## src/rtl/irq_dlv_pkg.sv

```systemverilog
package irq_dlv_pkg;

    localparam int PRIO_W    = 4;
    localparam int IDX_W_MAX = 8;

    typedef logic [PRIO_W-1:0] prio_t;

    localparam prio_t TP_RESET = '1;

    // Result of a highest-priority scan over one set.
    typedef struct packed {
        logic                 found;
        logic [IDX_W_MAX-1:0] idx;
        prio_t                prio;
    } pick_t;

    typedef enum logic [1:0] {
        ACK_IDLE,
        ACK_EMPTY,
        ACK_STALE,
        ACK_TAKE
    } ack_kind_e;

    // True when priority p beats the winner of a scan (or the scan was empty).
    function automatic logic beats(prio_t p, pick_t other);
        return !other.found || (p > other.prio);
    endfunction

    // True when scan a found something that outranks scan b.
    function automatic logic outranks(pick_t a, pick_t b);
        return a.found && beats(a.prio, b);
    endfunction

endpackage

```

## src/rtl/dlv_prio_pick.sv

```systemverilog
module dlv_prio_pick
    import irq_dlv_pkg::*;
#(
    parameter int NUM_SRC = 8
) (
    input  logic [NUM_SRC-1:0]        member,
    input  logic [NUM_SRC*PRIO_W-1:0] prio_flat,
    output pick_t                     best
);

    always_comb begin
        best = '0;
        for (int i = 0; i < NUM_SRC; i++) begin
            if (member[i] && (!best.found || prio_flat[i*PRIO_W +: PRIO_W] > best.prio)) begin
                best.found = 1'b1;
                best.idx   = IDX_W_MAX'(i);
                best.prio  = prio_flat[i*PRIO_W +: PRIO_W];
            end
        end
    end

endmodule

```

## src/rtl/dlv_ack_resolve.sv

```systemverilog
module dlv_ack_resolve
    import irq_dlv_pkg::*;
#(
    parameter  int NUM_SRC = 8,
    parameter  int VEC_W   = 8,
    localparam int IDX_W   = (NUM_SRC > 1) ? $clog2(NUM_SRC) : 1
) (
    input  logic                     ack_rd,
    input  pick_t                    sel,
    input  logic [NUM_SRC-1:0]       src_active,
    input  logic [NUM_SRC-1:0]       src_level,
    input  logic [NUM_SRC*VEC_W-1:0] vec_flat,
    input  prio_t                    task_prio,
    input  logic [VEC_W-1:0]         spur_vec,
    output logic [VEC_W-1:0]         vec_out,
    output logic [NUM_SRC-1:0]       act_clr,
    output logic [NUM_SRC-1:0]       pend_drop,
    output logic [NUM_SRC-1:0]       svc_add
);

    ack_kind_e          kind;
    logic [IDX_W-1:0]   sidx;
    logic [NUM_SRC-1:0] sel_bit;
    logic               unused_sel;

    assign sidx       = sel.idx[IDX_W-1:0];
    assign sel_bit    = sel.found ? (NUM_SRC'(1) << sidx) : '0;
    assign unused_sel = ^sel.idx;

    always_comb begin
        kind = ACK_IDLE;
        if (ack_rd) begin
            if (!sel.found)
                kind = ACK_EMPTY;
            else if (!src_active[sidx] || !(sel.prio > task_prio))
                kind = ACK_STALE;
            else
                kind = ACK_TAKE;
        end
    end

    always_comb begin
        vec_out   = spur_vec;
        act_clr   = '0;
        pend_drop = '0;
        svc_add   = '0;
        case (kind)
            ACK_STALE: begin
                act_clr   = sel_bit;
                pend_drop = sel_bit;
            end
            ACK_TAKE: begin
                vec_out   = vec_flat[sidx*VEC_W +: VEC_W];
                pend_drop = sel_bit;
                svc_add   = sel_bit;
                if (!src_level[sidx])
                    act_clr = sel_bit;
            end
            default: ;
        endcase
    end

endmodule

```

## src/rtl/cpu_irq_deliver.sv

```systemverilog
module cpu_irq_deliver
    import irq_dlv_pkg::*;
#(
    parameter  int NUM_SRC = 8,
    parameter  int VEC_W   = 8,
    localparam int IDX_W   = (NUM_SRC > 1) ? $clog2(NUM_SRC) : 1
) (
    input  logic                     clk,
    input  logic                     rst,
    input  logic [NUM_SRC*4-1:0]     src_prio,
    input  logic [NUM_SRC*VEC_W-1:0] src_vec,
    input  logic [NUM_SRC-1:0]       src_level,
    input  logic [NUM_SRC-1:0]       src_active,
    input  logic                     req_valid,
    input  logic [IDX_W-1:0]         req_src,
    input  logic                     tp_wr,
    input  logic [3:0]               tp_wdata,
    input  logic                     spur_wr,
    input  logic [VEC_W-1:0]         spur_wdata,
    input  logic                     ack_rd,
    output logic [VEC_W-1:0]         ack_vec,
    input  logic                     eoi_wr,
    output logic [NUM_SRC-1:0]       act_clr,
    output logic                     irq_out
);

    logic [NUM_SRC-1:0] raised_q, inserv_q;
    prio_t              tp_q;
    logic [VEC_W-1:0]   spur_q;
    logic               irq_q;

    logic [NUM_SRC-1:0] pend_drop, svc_add, eoi_clr, req_bit;
    logic [NUM_SRC-1:0] raised_mid, raised_nxt, inserv_nxt;
    pick_t              pend_now, svc_now, pend_mid, svc_nxt;
    prio_t              req_prio;
    logic               req_ok, irq_nxt;
    logic               unused_bits;

    // Scans over the sets at the start of the cycle.
    dlv_prio_pick #(.NUM_SRC(NUM_SRC)) u_pick_pend (
        .member(raised_q), .prio_flat(src_prio), .best(pend_now));
    dlv_prio_pick #(.NUM_SRC(NUM_SRC)) u_pick_svc (
        .member(inserv_q), .prio_flat(src_prio), .best(svc_now));

    dlv_ack_resolve #(.NUM_SRC(NUM_SRC), .VEC_W(VEC_W)) u_ack (
        .ack_rd     (ack_rd),
        .sel        (pend_now),
        .src_active (src_active),
        .src_level  (src_level),
        .vec_flat   (src_vec),
        .task_prio  (tp_q),
        .spur_vec   (spur_q),
        .vec_out    (ack_vec),
        .act_clr    (act_clr),
        .pend_drop  (pend_drop),
        .svc_add    (svc_add)
    );

    // Retire the top in-service source, then add the acknowledged one.
    assign eoi_clr    = (eoi_wr && svc_now.found) ?
                        (NUM_SRC'(1) << svc_now.idx[IDX_W-1:0]) : '0;
    assign raised_mid = raised_q & ~pend_drop;
    assign inserv_nxt = (inserv_q & ~eoi_clr) | svc_add;

    // Scans over the sets after acknowledge and end-of-interrupt.
    dlv_prio_pick #(.NUM_SRC(NUM_SRC)) u_pick_pend_mid (
        .member(raised_mid), .prio_flat(src_prio), .best(pend_mid));
    dlv_prio_pick #(.NUM_SRC(NUM_SRC)) u_pick_svc_nxt (
        .member(inserv_nxt), .prio_flat(src_prio), .best(svc_nxt));

    // A new request is resolved last.
    assign req_prio   = src_prio[req_src*PRIO_W +: PRIO_W];
    assign req_bit    = NUM_SRC'(1) << req_src;
    assign req_ok     = req_valid && (req_prio > tp_q) && !raised_mid[req_src];
    assign raised_nxt = raised_mid | (req_ok ? req_bit : '0);

    always_comb begin
        irq_nxt = irq_q;
        if (ack_rd)
            irq_nxt = 1'b0;
        if (eoi_wr && outranks(pend_mid, svc_nxt))
            irq_nxt = 1'b1;
        if (req_ok && beats(req_prio, pend_mid))
            irq_nxt = 1'b1;
    end

    assign unused_bits = ^{pend_mid.idx, svc_nxt.idx, svc_now.prio, svc_now.idx};

    always_ff @(posedge clk) begin
        if (rst) begin
            raised_q <= '0;
            inserv_q <= '0;
            tp_q     <= TP_RESET;
            spur_q   <= '1;
            irq_q    <= 1'b0;
        end else begin
            raised_q <= raised_nxt;
            inserv_q <= inserv_nxt;
            irq_q    <= irq_nxt;
            if (tp_wr)
                tp_q <= tp_wdata;
            if (spur_wr)
                spur_q <= spur_wdata;
        end
    end

    assign irq_out = irq_q;

endmodule

```

## config.mk

```make
export PLATFORM = sky130hd
export DESIGN_NAME = cpu_irq_deliver
export DESIGN_NICKNAME = d
export VERILOG_FILES = /design/src/rtl/irq_dlv_pkg.sv /design/src/rtl/dlv_prio_pick.sv /design/src/rtl/dlv_ack_resolve.sv /design/src/rtl/cpu_irq_deliver.sv
export SDC_FILE = /design/constraint.sdc
export NUM_CORES = 1
export LEC_CHECK = 0
export CORE_ASPECT_RATIO = 0.7
export CORE_MARGIN = 5
export CORE_UTILIZATION = 55
export CTS_CLUSTER_DIAMETER = 50
export CTS_CLUSTER_SIZE = 24
export DETAILED_ROUTE_END_ITERATION = 8
export GPL_TIMING_DRIVEN = 0
export PLACE_DENSITY = 0.95
export SYNTH_ARGS = -nofsm -noshare
export SYNTH_HDL_FRONTEND = slang
export SYNTH_SLANG_ARGS = --single-unit
```

## constraint.sdc

```tcl
create_clock -name clk -period 42.9 [get_ports clk]
set_clock_uncertainty 0.1 [all_clocks]
set_input_delay 4.29 -clock clk [delete_from_list [all_inputs] [get_ports clk]]
set_output_delay 4.29 -clock clk [all_outputs]
set_load 0.01 [all_outputs]
```

==> After elaboration in Yosys (flattened, before gate mapping) <==
Cells that the tools add are included.
{ "word_totals": {"regBits": 29, "input_bits": 134, "word_cells": 204, "out_inout_bits": 17} }
{ "op_classes": {"n_lt_le_gt_ge": 34, "reduce_logical": 100, "n_shift": 5, "n_eq_ne": 2, "bitwise": 6, "mux": 52} }
{ "ops": {"columns": ["operator", "count"], "rows": [
  ["13-bit 2-to-1 mux", 32],
  ["4-bit greater-than comparator", 32],
  ["64-bit by 7-bit variable part select with 8-bit output", 1],
  ["8-bit 2-to-1 mux", 7],
  ["1-bit logical AND", 34],
  ["1-bit zero test", 33],
  ["32-bit by 6-bit variable part select with 4-bit output", 1],
  ["1-bit logical OR", 31],
  ["1-bit by 3-bit left shift with 8-bit output (first input constant)", 3],
  ["8-bit bitwise AND", 2],
  ["8-bit inverter", 2],
  ["8-bit OR", 2],
  ["8-bit one-hot mux with 2 select lines", 1],
  ["1-bit binary-select mux with 3-bit select", 3],
  ["3-bit by 4-bit less-than comparator with 1-bit output (second input constant)", 2],
  ["1-bit 2-to-1 mux", 7],
  ["2-bit == test (second input constant)", 2],
  ["2-bit 2-to-1 mux", 2],
  ["3-bit nonzero test", 1],
  ["2-bit OR reduction", 1]
]} }

==> Depth between registers and ports, before layout <==
Gate-level depths: netlist of the first run.
{ "logic_depth": {"depth_word": 76, "ltp_mapped": 138, "depth_no_buf": 131} }

==> Modules after synthesis <==
Synthesis of the first run repeated with hierarchy kept, for this count alone.
{ "hier_totals": {"cells_unflattened": 1135, "hier_area_um2": 9071.2} }
{ "by_module_without_submodules": {"columns": ["module", "cells_per_inst", "instances", "area_per_inst_um2", "seq_area_each_um2"], "rows": [
  ["dlv_prio_pick (u_pick_pend_mid ...)", 208, 2, 1555.2, 0.0],
  ["cpu_irq_deliver", 198, 1, 1765.4, 580.6],
  ["dlv_prio_pick (u_pick_pend)", 199, 1, 1537.7, 0.0],
  ["dlv_prio_pick (u_pick_svc_nxt)", 205, 1, 1532.7, 0.0],
  ["dlv_ack_resolve", 117, 1, 1124.8, 0.0]
]} }

==> Worst setup path after synthesis of the first run <==
No wires, ideal clock.
{ "synth_timing": {"kind": "input to register", "from": "input port src_prio[3]", "to": "register irq_q, in the netlist irq_out", "path_buffers": 6, "arrival_time_ns": 25.309, "stages": 129, "required_ns": 42.668, "setup_slack_ns": 17.359, "setup_time_ns": 0.132, "cell_sequence": "nand2_1 > ha_1 > nand2_1 > o21bai_1 > a21oi_1 > mux2_2 > ha_1 > nand4_1 > o21ai_0 > a21oi_1 > nor2_1 > a21oi_1 > inv_1 > ha_1 > nor2b_1 > o211ai_1 > a21oi_2 > mux2_2 > [93 not listed] > inv_1 > ha_1 > nor2b_1 > o21ai_0 > nand2b_1 > a21oi_1 > a41o_1 > nand2_1 > nand2_1 > mux2_2 > ha_1 > o21ai_0 > nand2b_1 > a21oi_1 > a41o_1 > o21ai_0 > nand3_1 > a21oi_1"} }
{ "synth_via": {"elab_chain_len": 76, "word_cells_on_any_way": 185, "classes_between": "order compare: 32; eq/ne: 2; shift: 3; mux: 45; bitwise: 5; reduce/logical: 98"} }
{ "synth_rtl": {"columns": ["item", "line_no", "rtl"], "rows": [
  ["from (decl)", "cpu_irq_deliver.sv:10", "input logic [NUM_SRC*4-1:0] src_prio,"],
  ["13-bit 2-to-1 mux", "dlv_prio_pick.sv:14", "if (member[i] && (!best.found || prio_flat[i*PRIO_W +: PRIO_W] > best.prio)) begin"],
  ["4-bit greater-than comparator", "dlv_prio_pick.sv:14", null],
  ["1-bit logical OR", "dlv_prio_pick.sv:14", null],
  ["1-bit logical AND", "dlv_prio_pick.sv:14", null],
  ["13-bit 2-to-1 mux", "dlv_prio_pick.sv:14", null],
  ["4-bit greater-than comparator or 1-bit zero test (tied branches)", "dlv_prio_pick.sv:14", null],
  ["1-bit logical OR", "dlv_prio_pick.sv:14", null],
  ["1-bit logical AND", "dlv_prio_pick.sv:14", null],
  ["[60 not listed]", null, null],
  ["1-bit logical AND", "dlv_prio_pick.sv:14", null],
  ["13-bit 2-to-1 mux", "dlv_prio_pick.sv:14", null],
  ["4-bit greater-than comparator", "irq_dlv_pkg.sv:26", "return !other.found || (p > other.prio);"],
  ["1-bit logical OR", "irq_dlv_pkg.sv:26", null],
  ["1-bit logical AND", "irq_dlv_pkg.sv:31", "return a.found && beats(a.prio, b);"],
  ["1-bit logical AND", "cpu_irq_deliver.sv:81", "if (eoi_wr && outranks(pend_mid, svc_nxt))"],
  ["1-bit 2-to-1 mux", "cpu_irq_deliver.sv:81", null],
  ["1-bit 2-to-1 mux", "cpu_irq_deliver.sv:83", "if (req_ok && beats(req_prio, pend_mid))"],
  ["to (signal assigned)", "cpu_irq_deliver.sv:99", "irq_q <= irq_nxt;"],
  ["to (decl)", "cpu_irq_deliver.sv:30", "logic irq_q;"]
]} }
Parallel ways exist; a longest one is shown, timed or not. The select of a mux whose other input is x is not followed.
A chain may end at the register's enable or synchronous reset.

==> Worst setup path in the final report of the first run <==
{ "layout_timing": {"from": "input port src_prio[4]", "to": "register irq_q, in the netlist irq_out"} }
{ "layout_via": {"elab_chain_len": 75, "word_cells_on_any_way": 183, "classes_between": "order compare: 32; eq/ne: 2; shift: 3; mux: 43; bitwise: 5; reduce/logical: 98"} }
{ "layout_rtl": {"columns": ["item", "line_no"], "rows": [
  ["4-bit greater-than comparator", "dlv_prio_pick.sv:14"],
  ["1-bit logical OR", "dlv_prio_pick.sv:14"],
  ["1-bit logical AND", "dlv_prio_pick.sv:14"],
  ["13-bit 2-to-1 mux", "dlv_prio_pick.sv:14"],
  ["4-bit greater-than comparator or 1-bit zero test (tied branches)", "dlv_prio_pick.sv:14"],
  ["1-bit logical OR", "dlv_prio_pick.sv:14"],
  ["1-bit logical AND", "dlv_prio_pick.sv:14"],
  ["13-bit 2-to-1 mux", "dlv_prio_pick.sv:14"],
  ["[59 not listed]", null],
  ["1-bit logical AND", "dlv_prio_pick.sv:14"],
  ["13-bit 2-to-1 mux", "dlv_prio_pick.sv:14"],
  ["4-bit greater-than comparator", "irq_dlv_pkg.sv:26"],
  ["1-bit logical OR", "irq_dlv_pkg.sv:26"],
  ["1-bit logical AND", "irq_dlv_pkg.sv:31"],
  ["1-bit logical AND", "cpu_irq_deliver.sv:81"],
  ["1-bit 2-to-1 mux", "cpu_irq_deliver.sv:81"],
  ["1-bit 2-to-1 mux", "cpu_irq_deliver.sv:83"]
]} }
Parallel ways exist; a longest one is shown, timed or not. The select of a mux whose other input is x is not followed.

==> results of run 1 <==
-- layout make-up --
class,count,area (um2)
Timing Repair Buffer,145,1451
Inverter,67,251.5
Tap cell,166,207.7
Fill cell,1077,3949
Buffer,41,168.9
Clock buffer,6,138.9
Multi-Input combinational cell,883,6332
Sequential cell,29,580.6
Clock inverter,2,13.76
-- kinds of logic (layout without fill, tap and decap cells) --
logic type | count (synthesis) | after routing | synth area share
and+or+nand+nor | 396 | 396 | 0.2592
AOI/OAI and AO/OA | 295 | 295 | 0.2756
adders and majority gates | 127 | 127 | 0.2167
buffers and inverters | 108 | 261 | 0.05733
muxes | 65 | 65 | 0.1121
DFF | 29 | 29 | 0.07917
-- power breakdown --
| part | leakage [nW] | internal (mW) | total [mW] | switching [mW] |
|---|---|---|---|---|
| registers | 0.237 | 0.0280 | 0.0288 | 0.000742 |
| clock network | 0.0768 | 0.0231 | 0.0380 | 0.0149 |
| logic | 3.64 | 0.0400 | 0.0867 | 0.0467 |
-- placed cells by master (no fill, tap or decap), types with 4 or more instances in the layout --
cell / instances
nand2_1: 164
clkdlybuf4s50_1: 145
ha_1: 127
a21oi_1: 70
o21ai_0: 70
inv_1: 67
nor2_1: 66
nor2b_1: 37
clkbuf_1: 32
nand3_1: 31
dfxtp_1: 29
mux2i_1: 27
mux2_2: 23
a21o_1: 20
nand2b_1: 16
nand4_1: 15
a31oi_1: 15
and3_1: 13
o211ai_1: 11
a41o_1: 10
a311oi_1: 10
mux4_2: 10
a211oi_1: 9
and2_1: 9
nor3_1: 8
a41oi_1: 7
buf_2: 6
o31ai_1: 6
or2_2: 6
nor4_1: 5
o21ai_1: 5
a21oi_2: 5
clkbuf_16: 5
o21a_1: 4
o21bai_1: 4
and4_1: 4
or3_1: 4
a221oi_1: 4
a221o_1: 4
nand3b_1: 4
-- per-stage QoR --
step	cells	hold slack [ns]	util	setup WS [ns]	power [mW]
2_1_floorplan	1020	0.3414	-	17.36	0.08004
3_3_place_gp	1331	0.3557	0.6868	14.26	0.1101
3_5_place_dp	1331	0.3653	0.6868	13.45	0.1132
4_1_cts	1339	0.3832	0.6984	13.70	0.1505
5_1_grt	1339	0.4002	0.6984	11.28	0.1622
6_report	1339	0.3810	0.6984	13.25	0.1534
-- layer usage --
metal,routed length [um],share of wire,up-vias
li1,-,-,4084
met1,10610,0.40,3951
met2,11490,0.43,541
met3,3556,0.13,89
met4,988,0.037,0
met5,0,0,-
-- worst paths after layout --
kind	startpoint	to	slack, ns	cells past startpoint
max	src_prio[4]	irq_out	13.25	135
min	spur_q[6]	spur_q[6]	0.38	2
max reg2reg	raised_q[0]	irq_out	17.06	135
min reg2reg	spur_q[6]	spur_q[6]	0.38	2
-- registers in the layout (all words and copies together), names as in the netlist --
name,count
tp_q,4
spur_q,8
irq_out,1
inserv_q,8
raised_q,8
-- worst max-delay path: cells and delay by family --
| family | cells | cell delay, ns |
|---|---|---|
| buf+inv | 13 | 2.62 |
| simple gates | 44 | 5.72 |
| compound gates | 57 | 10.74 |
| mux | 5 | 1.61 |
| fa+ha+maj | 16 | 4.63 |
==> results.yml, run 1 <==
timing:
  slew_violations: 0
  relSlewSlack: 0.3592
  setup_viol: 0
  finalHoldViolCount: 0
  setup_tns_ns: 0
  rsz0062_at_grt: "false"
  layout_min_cycle_time_ns: 29.65
  worst_slew_pin_slew_ns: 0.9524
  fmax_mhz: 33.72
  period_share: 0.6912
placed_design:
  post-dp-hpwl_um: 22080
  gp_congestion: 0.9678
  dpl_cell_area_um2: 8992
  numPortBuffers: 145
die:
  die_width_um: 148.0
  core_um2: 13090
  start_util: 0.5601
  ios: 151
  die_y_um: 106.6
  std_cell_rows: 35
  die_area_um2: 15780
grt:
  grt_pass1_wl_um: 41860
  overflow: 0
  use_met3: 0.07816
  grt_use_total: 0.3278
  gr-max-usage-layer: "met2"
  grt_pass1_vias: 8356
  grt_max_degree: 11
  met1_usage: 0.4315
  gr-usage-met2: 0.5249
  antenna_found_initial: 0
worst_hold_path:
  hold_class: "reg -> reg"
worst_setup_path:
  path_class: "in -> reg"
  slowest_stage: "clkdlybuf4s50_1"
  critical_path_required_ns: 42.95
  crit_path_frequent_cell: "ha_1"
  arrival_ns: 29.70
  cp-end-kind: "register"
  start_kind: "input port"
  critical_path.max_stage_delay_ns: 0.63
  cp_max_fo: 10
yosys:
  async_flop_share: 0
  ys_types: 81
  yosysTopAreaCell: "ha_1"
  synth_edf_count: 0
  yosys_register_bits: 29
  synth_area_leaders: "ha_1 (22%), nand2_1 (8.4%), dfxtp_1 (7.9%), a21oi_1 (4.8%), o21ai_0 (4.8%)"
  syn_inst: 1020
  syn-cell-area_um2: 7333
  yosysMostFrequentCell: "nand2_1"
  synth_top_area_share: 0.2167
  syn-num-nets: 1281
  syn_avg_cell_area_um2: 7.189
  synth.cells.most_frequent: "nand2_1 (164), ha_1 (127), a21oi_1 (70), o21ai_0 (70), inv_1 (67)"
  ys_seq_area_frac: 0.07917
  synthFlopType: "dfxtp_1"
  yosys_warnings: 0
drt:
  via_count: 8665
  drt_iter0_markers: 938
  avgViaCountPerCell: 6.471
  drcViolationCount: 0
  ant_nets: 0
  wl_um: 26640
  post_drt_wl_per_cell_um: 19.90
  dr.pass1.iters: 5
cts:
  cts_buffers: 5
  h-tree-depth: 2
  clock_sinks: 29
  cts_resized: 0
  cts_tree: "yes"
  cts.path.max_buffers: 2
  post_cts_buffers: 0
  insertion_delay_ns: 0.29
  clkTransAtPathRegs_ns: 0.05
  postCtsHoldBufs: 0
  cts-root-buf: "clkbuf_16"
final_layout:
  fin_area_um2: 9145
  drive_gt1_frac: 0.07587
  antenna_cells: 0
  fin_nets: 1433
  area_delta_synth_final_pct: 24.71
flow_run:
  maxCapViolCount: 0
power_and_ir_drop:
  power_density_nw_per_um2: 16.78
  leakage_nw: 3.951
  peakVddDrop_v: 0.00001626
outcome:
  outcome: "finished clean"
Note: power is estimated with default switching activity, not from simulation.
==> run 2, diff against run 1 <==
--- a/config.mk
+++ b/config.mk
@@ -7,12 +7,12 @@
 export LEC_CHECK = 0
 export CORE_ASPECT_RATIO = 0.7
 export CORE_MARGIN = 5
-export CORE_UTILIZATION = 55
+export CORE_UTILIZATION = 49
 export CTS_CLUSTER_DIAMETER = 50
 export CTS_CLUSTER_SIZE = 24
 export DETAILED_ROUTE_END_ITERATION = 8
 export GPL_TIMING_DRIVEN = 0
-export PLACE_DENSITY = 0.95
+export PLACE_DENSITY = 0.9
 export SYNTH_ARGS = -nofsm -noshare
 export SYNTH_HDL_FRONTEND = slang
 export SYNTH_SLANG_ARGS = --single-unit
==> constraint.sdc (replaced) <==
create_clock -name clk -period 24.2 [get_ports clk]
set_clock_uncertainty 0.1 [all_clocks]
set_input_delay 2.42 -clock clk [delete_from_list [all_inputs] [get_ports clk]]
set_output_delay 2.42 -clock clk [all_outputs]
set_load 0.01 [all_outputs]
==> results.yml, run 2 (synthesized netlist as in run 1, its figures left out) <==
worst_setup_path:
  reg2reg_depth: 119
  critical_path.max_stage_delay_ns: 0.48
  slowest_stage: "or3_4"
  crit_path_frequent_cell: "ha_1"
  cp_max_fo: 9
  rrSetupSlack_ns: -0.95
  r2r_end: "irq_out"
  critical_path_required_ns: 24.25
  cp-end-kind: "register"
  arrival_ns: 26.01
  path_class: "in -> reg"
  start_kind: "input port"
  reg2reg_from: "raised_q[0]"
final_layout:
  multi_input_area_um2: 7541
  final_common_cell: "nand2_1"
  reg_top3: "inserv_q: 8 flops, raised_q: 8 flops, spur_q: 8 flops"
  final_cell_mix: "nand2_1 (147), clkdlybuf4s50_1 (137), ha_1 (99), buf_4 (87), inv_1 (61)"
  fill_cells: 938
  antenna_cells: 0
  drive_gt1_frac: 0.2750
  area_delta_synth_final_pct: 53.08
  seq_area_um2: 580.6
  fin_nets: 1522
worst_hold_path:
  min_to: "spur_q[7]"
  hold_depth: 2
  worstHoldStart: "spur_q[7]"
  hold_class: "reg -> reg"
timing:
  worst_slew_pin_slew_ns: 1.133
  rsz0062_at_grt: "true"
  relSlewSlack: 0.2374
  setup_ws_ns: -1.764
  holdWs_ns: 0.3814
  layout_min_cycle_time_ns: 25.96
  fmax_mhz: 38.51
  finalHoldViolCount: 0
  setup_viol: 1
  slew_violations: 0
  period_share: 1.073
grt:
  grt_max_degree: 11
  overflow: 0
  grt_pass1_vias: 8508
  grt_use_total: 0.3081
  antenna_found_initial: 0
  grt_pass1_wl_um: 43860
drt:
  avgViaCountPerCell: 6.945
  drt_iter0_markers: 1488
  wl_um: 36360
  drcViolationCount: 0
  post_drt_wl_per_cell_um: 24.96
  via_count: 10120
  dr.pass1.iters: 8
  ant_nets: 0
power_and_ir_drop:
  p_comb_frac: 0.615
  pwr-share-clk: 0.236
  power_density_nw_per_um2: 30.41
  peakVddDrop_v: 0.00002457
  leakage_nw: 4.742
  p_switching_uw: 142.7
  seqPwrFrac: 0.150
  power_uw: 341.4
  p_int_uw: 198.7
  p_sw_frac: 0.4179
die:
  std_cell_rows: 37
  ios: 151
  die_area_um2: 17550
  core_um2: 14680
  die_y_um: 112.4
  die_width_um: 156.2
  start_util: 0.4997
cts:
  clkTransAtPathRegs_ns: 0.05
  h-tree-depth: 2
  cts.path.max_buffers: 2
  insertion_delay_ns: 0.30
  cts_buffers: 5
  cts-root-buf: "clkbuf_16"
  cts_tree: "yes"
  clock_sinks: 29
placed_design:
  gp_congestion: 0.9683
  post-dp-hpwl_um: 22260
  numPortBuffers: 145
  pre_cts_slack_ns: -3.512
outcome:
  violations: "negative setup slack"
  outcome: "finished, violations left"
flow_run:
  maxCapViolCount: 0
[run 2: final cells by class]
cell class | count | share of cell area
multi-input cells | 884 | 0.6718
inverters | 67 | 0.02263
repair buffers | 239 | 0.2013
plain buffers | 35 | 0.01516
clock buffers | 6 | 0.01237
well taps | 195 | 0.02173
flip-flops and latches | 29 | 0.05172
clock inverters | 2 | 0.003344
[run 2: power groups by stage]
stage	combinational (mW)	clock, mW	sequential (mW)
after floorplan	0.0903	0	0.0516
after global placement	0.145	0	0.0518
after detailed placement	0.149	0	0.0519
after CTS	0.157	0.0776	0.0509
after global routing	0.220	0.0817	0.0512
final	0.210	0.0805	0.0511
[run 2: repair_timing]
action / 4_1_cts / 5_1_grt
endpoints found under the setup margin: 1 / 1
setup buffers: 30 / 62
resized for setup: 102 / 246
gates cloned: 0 / 3
pin swaps: 25 / 99
hold buffers: 0 / 0
[run 2: worst max-delay path, delay by kind of cell]
kind            cells  cell delay [ns]
buf+inv            10             1.24
compound gates     55            11.34
simple gates       32             4.22
mux                 7             2.51
fa+ha+maj          15             4.32
[run 2: through the flow]
| stage | area [um2] | std cells | utilization | setup TNS, ns |
|---|---|---|---|---|
| 2_1_floorplan | 7333 | 1020 | - | 0 |
| 3_3_place_gp | 9029 | 1360 | 0.6152 | -2.794 |
| 3_5_place_dp | 9029 | 1360 | 0.6152 | -3.512 |
| 4_1_cts | 9662 | 1397 | 0.6584 | 0 |
| 5_1_grt | 11230 | 1457 | 0.7649 | -2.137 |
| 6_report | 11230 | 1457 | 0.7649 | -1.764 |
[run 2: layer usage]
| metal | wire [um] | track usage |
|---|---|---|
| met5 | 0 | 0 |
| met4 | 2824 | 0.1017 |
| met2 | 15170 | 0.4944 |
| met3 | 5918 | 0.08825 |
| met1 | 12450 | 0.3983 |
[run 2: how the worst max path moves through the flow]
stage              end  slack [ns]  cells after the start        start
3_3_place_gp   irq_out       -2.79                    130  src_prio[3]
2_1_floorplan  irq_out        0.53                    129  src_prio[3]
3_5_place_dp   irq_out       -3.51                    129  src_prio[2]
6_report       irq_out       -1.76                    119  src_prio[2]
5_1_grt        irq_out       -2.14                    120  src_prio[2]
4_1_cts        irq_out        0.02                    134  src_prio[2]
